<file path="src/rtl/alu8_pkg.sv">
package alu8_pkg;
  typedef enum logic [3:0] {
    OP_OR  = 4'd0,
    OP_AND = 4'd1,
    OP_XOR = 4'd2,
    OP_ADC = 4'd3,
    OP_SBC = 4'd4,
    OP_CMP = 4'd5,
    OP_BIT = 4'd6,
    OP_ASL = 4'd7,
    OP_LSR = 4'd8,
    OP_ROL = 4'd9,
    OP_ROR = 4'd10,
    OP_INC = 4'd11,
    OP_DEC = 4'd12
  } alu_op_e;

  localparam int F_C = 0;
  localparam int F_Z = 1;
  localparam int F_V = 2;
  localparam int F_N = 3;

  typedef struct packed {
    logic n;
    logic v;
    logic z;
    logic c;
  } flags_t;

  localparam flags_t WE_NZ   = '{n: 1'b1, v: 1'b0, z: 1'b1, c: 1'b0};
  localparam flags_t WE_NZC  = '{n: 1'b1, v: 1'b0, z: 1'b1, c: 1'b1};
  localparam flags_t WE_NVZ  = '{n: 1'b1, v: 1'b1, z: 1'b1, c: 1'b0};
  localparam flags_t WE_ALL  = '{n: 1'b1, v: 1'b1, z: 1'b1, c: 1'b1};
  localparam flags_t WE_NONE = '{n: 1'b0, v: 1'b0, z: 1'b0, c: 1'b0};
endpackage

</file>
<file path="src/rtl/alu8_logic.sv">
module alu8_logic #(
  parameter int W = 8
) (
  input  logic [1:0]   sel_i,
  input  logic [W-1:0] a_i,
  input  logic [W-1:0] b_i,
  output logic [W-1:0] res_o
);
  always_comb begin
    unique case (sel_i)
      2'd0:    res_o = a_i | b_i;
      2'd1:    res_o = a_i & b_i;
      default: res_o = a_i ^ b_i;
    endcase
  end
endmodule

</file>
<file path="src/rtl/alu8_addsub.sv">
module alu8_addsub #(
  parameter int W = 8
) (
  input  logic [W-1:0] a_i,
  input  logic [W-1:0] b_i,
  input  logic         inv_b_i,
  input  logic         cin_i,
  output logic [W-1:0] sum_o,
  output logic         cout_o,
  output logic         ovf_o
);
  localparam int MSB = W - 1;

  logic [W-1:0] b_eff;
  logic [W:0]   wide;

  assign b_eff = inv_b_i ? ~b_i : b_i;
  assign wide  = {1'b0, a_i} + {1'b0, b_eff} + (W+1)'(cin_i);
  assign sum_o  = wide[W-1:0];
  assign cout_o = wide[W];
  // sign of result disagrees with both (effective) inputs
  assign ovf_o  = (sum_o[MSB] ^ b_eff[MSB]) & (sum_o[MSB] ^ a_i[MSB]);
endmodule

</file>
<file path="src/rtl/alu8_shift.sv">
module alu8_shift #(
  parameter int W = 8
) (
  input  logic [W-1:0] a_i,
  input  logic         cin_i,
  input  logic         right_i,
  input  logic         rot_i,
  output logic [W-1:0] res_o,
  output logic         cout_o
);
  logic fill;
  assign fill = rot_i & cin_i;

  always_comb begin
    if (right_i) begin
      res_o  = {fill, a_i[W-1:1]};
      cout_o = a_i[0];
    end else begin
      res_o  = {a_i[W-2:0], fill};
      cout_o = a_i[W-1];
    end
  end
endmodule

</file>
<file path="src/rtl/alu8_flags.sv">
module alu8_flags
  import alu8_pkg::*;
#(
  parameter int W = 8
) (
  input  logic         clk_i,
  input  logic         rst_ni,
  input  logic         valid_i,
  input  logic [3:0]   op_i,
  input  logic [W-1:0] acc_i,
  input  logic [W-1:0] opd_i,
  input  logic         carry_i,
  output logic         valid_o,
  output logic [W-1:0] res_o,
  output logic         res_we_o,
  output logic [3:0]   flags_o,
  output logic [3:0]   flags_we_o
);
  localparam int MSB = W - 1;

  logic [W-1:0] lg_res, as_sum, sh_res, step_res;
  logic         as_cout, as_ovf, sh_cout;
  logic         as_inv, as_cin, sh_right, sh_rot;

  assign as_inv   = (op_i == OP_SBC) || (op_i == OP_CMP);
  assign as_cin   = (op_i == OP_CMP) ? 1'b1 : carry_i;
  assign sh_right = (op_i == OP_LSR) || (op_i == OP_ROR);
  assign sh_rot   = (op_i == OP_ROL) || (op_i == OP_ROR);
  assign step_res = (op_i == OP_DEC) ? acc_i - W'(1) : acc_i + W'(1);

  alu8_logic #(.W(W)) u_logic (
    .sel_i (op_i[1:0]),
    .a_i   (acc_i),
    .b_i   (opd_i),
    .res_o (lg_res)
  );

  alu8_addsub #(.W(W)) u_addsub (
    .a_i     (acc_i),
    .b_i     (opd_i),
    .inv_b_i (as_inv),
    .cin_i   (as_cin),
    .sum_o   (as_sum),
    .cout_o  (as_cout),
    .ovf_o   (as_ovf)
  );

  alu8_shift #(.W(W)) u_shift (
    .a_i     (acc_i),
    .cin_i   (carry_i),
    .right_i (sh_right),
    .rot_i   (sh_rot),
    .res_o   (sh_res),
    .cout_o  (sh_cout)
  );

  logic [W-1:0] res_d;
  logic         res_we_d;
  flags_t       fl_d, fwe_d;

  always_comb begin
    res_d    = '0;
    res_we_d = 1'b0;
    fl_d     = '0;
    fwe_d    = WE_NONE;
    unique case (op_i)
      OP_OR, OP_AND, OP_XOR: begin
        res_d = lg_res; res_we_d = 1'b1; fwe_d = WE_NZ;
      end
      OP_ADC, OP_SBC: begin
        res_d = as_sum; res_we_d = 1'b1; fwe_d = WE_ALL;
        fl_d.c = as_cout; fl_d.v = as_ovf;
      end
      OP_CMP: begin
        fwe_d  = WE_NZC;
        fl_d.c = as_cout;
        fl_d.z = (acc_i == opd_i);
        fl_d.n = as_sum[MSB];
      end
      OP_BIT: begin
        fwe_d  = WE_NVZ;
        fl_d.z = ~|(acc_i & opd_i);
        fl_d.n = opd_i[MSB];
        fl_d.v = opd_i[MSB-1];
      end
      OP_ASL, OP_LSR, OP_ROL, OP_ROR: begin
        res_d = sh_res; res_we_d = 1'b1; fwe_d = WE_NZC;
        fl_d.c = sh_cout;
      end
      OP_INC, OP_DEC: begin
        res_d = step_res; res_we_d = 1'b1; fwe_d = WE_NZ;
      end
      default: ;
    endcase
    if (res_we_d) begin
      fl_d.z = ~|res_d;
      fl_d.n = res_d[MSB];
    end
  end

  always_ff @(posedge clk_i or negedge rst_ni) begin
    if (!rst_ni) begin
      valid_o    <= 1'b0;
      res_o      <= '0;
      res_we_o   <= 1'b0;
      flags_o    <= '0;
      flags_we_o <= '0;
    end else begin
      valid_o <= valid_i;
      if (valid_i) begin
        res_we_o   <= res_we_d;
        flags_o    <= fl_d & fwe_d;
        flags_we_o <= fwe_d;
        if (res_we_d) res_o <= res_d;
      end
    end
  end
endmodule

</file>
<file path="config.mk">
export PLATFORM = sky130hd
export DESIGN_NAME = alu8_flags
export DESIGN_NICKNAME = d
export VERILOG_FILES = /design/src/rtl/alu8_pkg.sv /design/src/rtl/alu8_logic.sv /design/src/rtl/alu8_addsub.sv /design/src/rtl/alu8_shift.sv /design/src/rtl/alu8_flags.sv
export SDC_FILE = /design/constraint.sdc
export NUM_CORES = 1
export LEC_CHECK = 0
export ABC_AREA = 1
export CORE_MARGIN = 2
export CORE_UTILIZATION = 42
export CTS_BUF_LIST = sky130_fd_sc_hd__clkbuf_4
export DETAILED_ROUTE_END_ITERATION = 8
export HOLD_SLACK_MARGIN = 0.12
export PLACE_DENSITY = 0.66
export SLEW_MARGIN = 20
export SYNTH_ARGS = -nofsm -noshare
export SYNTH_HDL_FRONTEND = slang
export SYNTH_SLANG_ARGS = --single-unit
</file>
<file path="constraint.sdc">
create_clock -name clk_i -period 1.5 [get_ports clk_i]
set_input_delay 0.3 -clock clk_i [delete_from_list [all_inputs] [get_ports clk_i]]
set_output_delay 0.3 -clock clk_i [all_outputs]
set_load 0.01 [all_outputs]
</file>
### Yosys cells after proc, flatten, opt, wreduce, memory -nomap -nowiden

Cells that the tools add are included.

* flip-flop bits (word level): 18
* input bits: 24
* output and inout bits: 18
* word-level logic and storage cells: 65

* add/sub/neg operators: 4
* equal/unequal tests: 14
* muxes and demuxes: 15
* bitwise logic cells: 9
* reductions and logical operators: 18

Operator list (count)
* 8-bit one-hot mux with 4 select lines: 1
* 8-bit two-way mux: 3
* 4-bit equality test, second input constant: 5
* 4-bit by 3-bit equality test with 1-bit output, second input constant: 4
* 4-bit one-hot mux with 4 select lines: 1
* 8-bit one-hot mux with 2 select lines: 1
* 8-bit OR reduction: 2
* 11-bit OR reduction: 1
* 5-bit OR reduction: 2
* 8-bit by 8-bit adder with 9-bit output: 1
* 9-bit by 1-bit adder with 9-bit output: 1
* 8-bit by 1-bit adder with 8-bit output, second input constant: 1
* 8-bit bitwise AND: 1
* 4-bit by 2-bit equality test with 1-bit output, second input constant: 2
* 8-bit equality test: 1
* 8-bit NOT: 1
* 8-bit bitwise OR: 1
* 1-bit one-hot mux with 2 select lines: 4
* 8-bit by 1-bit subtractor with 8-bit output, second input constant: 1
* 8-bit bitwise XOR: 1
* 3-bit OR reduction: 2
* 1-bit two-way mux: 5
* 4-bit bitwise AND: 1
* 4-bit by 1-bit equality test with 1-bit output, second input constant: 1
* 10 further kinds: 16

### Depth between registers and ports, before layout

* depth after elaboration: 10
* mapped depth: 18
* mapped depth without buffers: 17

### Hierarchy

From an unflattened synthesis, not the netlist that was laid out.

* cells, all modules: 413
* area, all modules: 2612.5 sq um

By module, submodules not included
* alu8_flags: times used 1, cells an instance 239, area each 1554.0 sq um, sequential area each 425.4 sq um
* alu8_addsub: times used 1, cells an instance 69, area each 470.5 sq um, sequential area each 0.0 sq um
* alu8_logic: times used 1, cells an instance 76, area each 464.2 sq um, sequential area each 0.0 sq um
* alu8_shift: times used 1, cells an instance 29, area each 123.9 sq um, sequential area each 0.0 sq um

### Worst setup path before layout

No wires, ideal clock.

* path kind: input to register
* start point: in op_i[0]
* end point: reg flags_o[1]
* setup time: 0.066 ns
* data arrival time: 2.603 ns
* data required time: 1.434 ns
* setup slack: -1.168 ns
* stages on the path: 16
* path buffers: 1
* path through: buf_6 -> inv_1 -> nor2_2 -> nand2_1 -> inv_1 -> or2_2 -> fa_1 -> fa_1 -> or2_2 -> nand3_1 -> o21ai_0 -> nor2_1 -> nand2_1 -> nor2_1 -> nand4_1 -> nand2_1

* word-level cells in the longest chain between the ends: 10
* elaborated cells between the ends (all ways): 41
* those cells by class: add/sub: 2; eq/ne: 13; mux: 10; bitwise: 2; reduce/logical: 14

RTL lines
* start, declared: RTL line alu8_flags.sv:9 `input logic [3:0] op_i,`
* 4-bit by 3-bit equality test with 1-bit output, on equally long branches: RTL line alu8_flags.sv:25, alu8_flags.sv:66, alu8_flags.sv:26
* 1-bit logical OR: RTL line alu8_flags.sv:25 `assign as_inv = (op_i == OP_SBC) || (op_i == OP_CMP);`
* 8-bit two-way mux: RTL line alu8_addsub.sv:17 `assign b_eff = inv_b_i ? ~b_i : b_i;`
* 8-bit by 8-bit adder with 9-bit output: RTL line alu8_addsub.sv:18 `assign wide = {1'b0, a_i} + {1'b0, b_eff} + (W+1)'(cin_i);`
* 9-bit by 1-bit adder with 9-bit output: RTL line alu8_addsub.sv:18
* 8-bit one-hot mux with 4 select lines: RTL line alu8_flags.sv:66 `unique case (op_i)`
* 8-bit OR reduction: RTL line alu8_flags.sv:96 `fl_d.z = ~|res_d;`
* 1-bit zero test: RTL line alu8_flags.sv:96
* 1-bit two-way mux: RTL line alu8_flags.sv:95 `if (res_we_d) begin`
* 4-bit bitwise AND *: RTL line alu8_flags.sv:112 `flags_o <= fl_d & fwe_d;`
* end signal, assigned: RTL line alu8_flags.sv:112
* end, declared: RTL line alu8_flags.sv:16 `output logic [3:0] flags_o,`

Mark *: on every way between the ends. The rest lies on a longest branch, timed or not.
A chain may end at the register's enable or synchronous reset.

### Worst setup path in the final report

Ends and elaborated chain as after synthesis.

==> qor.csv <==
metric,value,unit
achievable clock frequency,448,MHz
sw power,900,uW
Starting Density,43.8,%
hpwl dp,7.04,mm
"Cell Area, Synth",0.00244,mm^2
largest net degree at the start of global routing,18,
total CTS buffers,3,
Logic pwr share,63.0,%
placed insts,597,
GRT Util Overall,28.3,%
Die Height,80.3,um
Routed WL,8.95,mm
Power Density,545,mW/mm^2
Hold Slack,0.325,ns
CP startpoint,op_i[0],
syn_area_per_cell,6.03,um^2
Pre-Repair DR Iteration Count,5,
DRT antenna net count,0,
DRT iter0 DRCs,179,
GP Congestion,0.968,
Vias/cell,5.02,
critical path type,in -> reg,
Clk Tree Root Cell,clkbuf_4,
Synth Instances,405,
DR vias,3075,
Tightest Pin Transition,0.466,ns
Pins Over Slew Limit,0,
violated checks,setup timing,
"Hold Vio Cnt, Final",0,
worst supply voltage drop on vdd,0.473,mV
Synth Warn #,0,
Lkg Pwr,0.00239,uW
routed length per instance,14.6,um
Post-Layout Cell Count,612,
kind of end point of the critical path,flip-flop,
die area,0.00644,mm^2
share of post-route cells with drive strength above 1,34.6,%
Slew HR,68.8,%
clk_skew,0,ns
final worst-path cycle share,149,%
max-cap viol count,0,
"Arr. time, crit path",2.47,ns
worst skew pair latency,0.29,ns
register share of total power,25.0,%
CTS tree,done,
"Seq/Total Area, Yosys",17.4,%
IO Port Bufs,41,
number of global-route vias before repair,3016,
Ports,42,
GRT overflow,0,
clock period minus worst slack,2.23,ns
post-synthesis register bit count,17,
core footprint,0.00557,mm^2
Synth Net Count,461,
Critical-path top delay cell,fa_2,
RR Startpoint,res_o[4],
first-pass GRT wire length,14.0,mm
crit-path cells,buf_6 -> inv_4 -> nor2_4 -> nand2_2 -> inv_2 -> or2_4 -> fa_2 -> fa_2 -> or2_4 -> nand3_2 -> o21ai_2 -> nor2_2 -> nand2_1 -> nor2_1 -> nand4_1 -> nand2_1,
Sw Share,40.8,%
Internal,1310,uW
die span in x,80.3,um
Setup WS post-layout,-0.733,ns
clock sinks,17,
crit path launch type,primary input,
initial antenna violation count,0,
worst-path fanout max,2,
drt drc,0,
Site Rows,27,
CP required,1.74,ns
crit-path max cell delay,0.42,ns
post-synthesis cell type count,31,
P&R area growth vs syn,65.7,%
CTS H-tree depth,1,
Final setup viols,12,
Clock Power Share,12.0,%
diode count,0,
unrepaired setup endpoints after global routing,yes,
# fillers,480,
status,finished with violations,
HP Class,in -> async,
clock buffer depth,2,
clk slew on worst S/H paths,0.10,ns
nets,597,
## final timing paths
check / endpoint / slack, ns / cells after the start
max in group asynchronous: res_o[4] / 0.99 / 2
min in group clk_i: flags_o[2] / 0.48 / 6
setup reg to reg: res_o[4] / 0.81 / 2
setup / recovery: flags_o[1] / -0.73 / 16
hold reg to reg: res_we_o / 0.49 / 2
hold / removal: flags_we_o[1] / 0.33 / 2
## power groups by stage
stage          logic, uW  registers, uW  clock network, uW
3_5_place_dp        1170            561                  0
2_1_floorplan        544            590                  0
4_1_cts             1250            552                269
3_3_place_gp        1150            559                  0
5_1_grt             1520            557                289
6_report            1390            551                265
## cell type report
class | count | area [um^2] | share of cell area, %
Multi-Input combinational cell | 312 | 2030 | 50.2
Timing Repair Buffer | 137 | 1200 | 29.7
Sequential cell | 17 | 425 | 10.5
Inverter | 70 | 270 | 6.68
Tap cell | 72 | 90.1 | 2.23
Clock buffer | 4 | 30.0 | 0.742
## through the flow
step	total power [uW]	cell area (um^2)	worst slack (ns)	util, %	setup TNS [ns]
6_report	2210	4050	-0.733	72.6	-6.64
5_1_grt	2370	4050	-0.842	72.6	-7.46
4_1_cts	2070	3790	-0.702	68.0	-6.46
3_5_place_dp	1730	3600	-1.50	64.5	-17.88
3_3_place_gp	1710	3600	-1.44	64.5	-17.38
2_1_floorplan	1130	2500	-0.963	-	-7.19
## Yosys cell counts (all sizes together)
cell | instances | area (um^2)
nor3 | 5 | 30.0
buf | 5 | 38.8
o211ai | 1 | 12.5
nand3b | 3 | 22.5
nand3 | 48 | 245
nand2 | 145 | 554
dfrtp | 17 | 425
a22oi | 1 | 7.51
o21ai | 16 | 80.1
inv | 70 | 263
fa | 3 | 60.1
o22ai | 1 | 6.26
nor2 | 31 | 136
nand4 | 6 | 37.5
xor2 | 9 | 78.8
a211oi | 1 | 7.51
or2 | 3 | 18.8
a21oi | 9 | 45.0
clkbuf | 1 | 3.75
a31oi | 1 | 6.26
ha | 29 | 363
## worst max-delay path: cells and delay by family
kind	cells	cell delay [ns]
and+or+nand+nor	10	1.09
adders and majority gates	2	0.83
AOI/OAI and AO/OA	1	0.06
buffers and inverters	3	0.19
## cell families after synthesis
family / after synthesis / synth area share, %
simple gates: 241 / 42.8
flops: 17 / 17.4
compound gates: 30 / 6.76
xor+xnor: 9 / 3.23
buf+inv: 76 / 12.5
fa+ha+maj: 32 / 17.3
## layout by cell type, fill, tap and decap left out, types with 2 or more instances in the layout
cell and instances:
buf_8 2, xor2_2 3, nand3_2 12, dfrtp_1 17, nand2_1 125, nand4_1 6, nand2_2 13, inv_2 12
inv_4 3, buf_6 8, dlygate4sd2_1 10, or2_4 2, nand3b_1 3, o21ai_0 8, nor2_2 4, nand2_4 7
nand3_1 31, inv_1 55, clkdlybuf4s50_1 13, dlymetal6s2s_1 14, nor3_1 4, ha_1 27, o21ai_2 7, nor2_4 6
xor2_1 6, nand3_4 5, a21oi_1 8, clkbuf_4 4, fa_2 2, buf_4 89, nor2_1 21
## metal layers
layer / global-route usage, % / wire length (um) / up-vias
li1: - / - / 1539
met5: 0 / 0 / -
met2: 50.6 / 4520 / 101
met3: 5.73 / 605 / 8
met4: 4.92 / 114 / 0
met1: 35.4 / 3700 / 1427
## state kept, by name, indices dropped and copies added, names as in the netlist
signal and count:
res_o 8, valid_o 1, res_we_o 1, flags_o 4
flags_we_o 3
## repair_timing
action / 4_1_cts / 5_1_grt
gates cloned: 0 / 0
buffers inserted: 7 / 7
gates resized for setup: 67 / 61
pin swaps: 31 / 33
setup endpoints to repair: 22 / 23
hold buffers: 0 / 0
(Power assumes the default switching activity.)
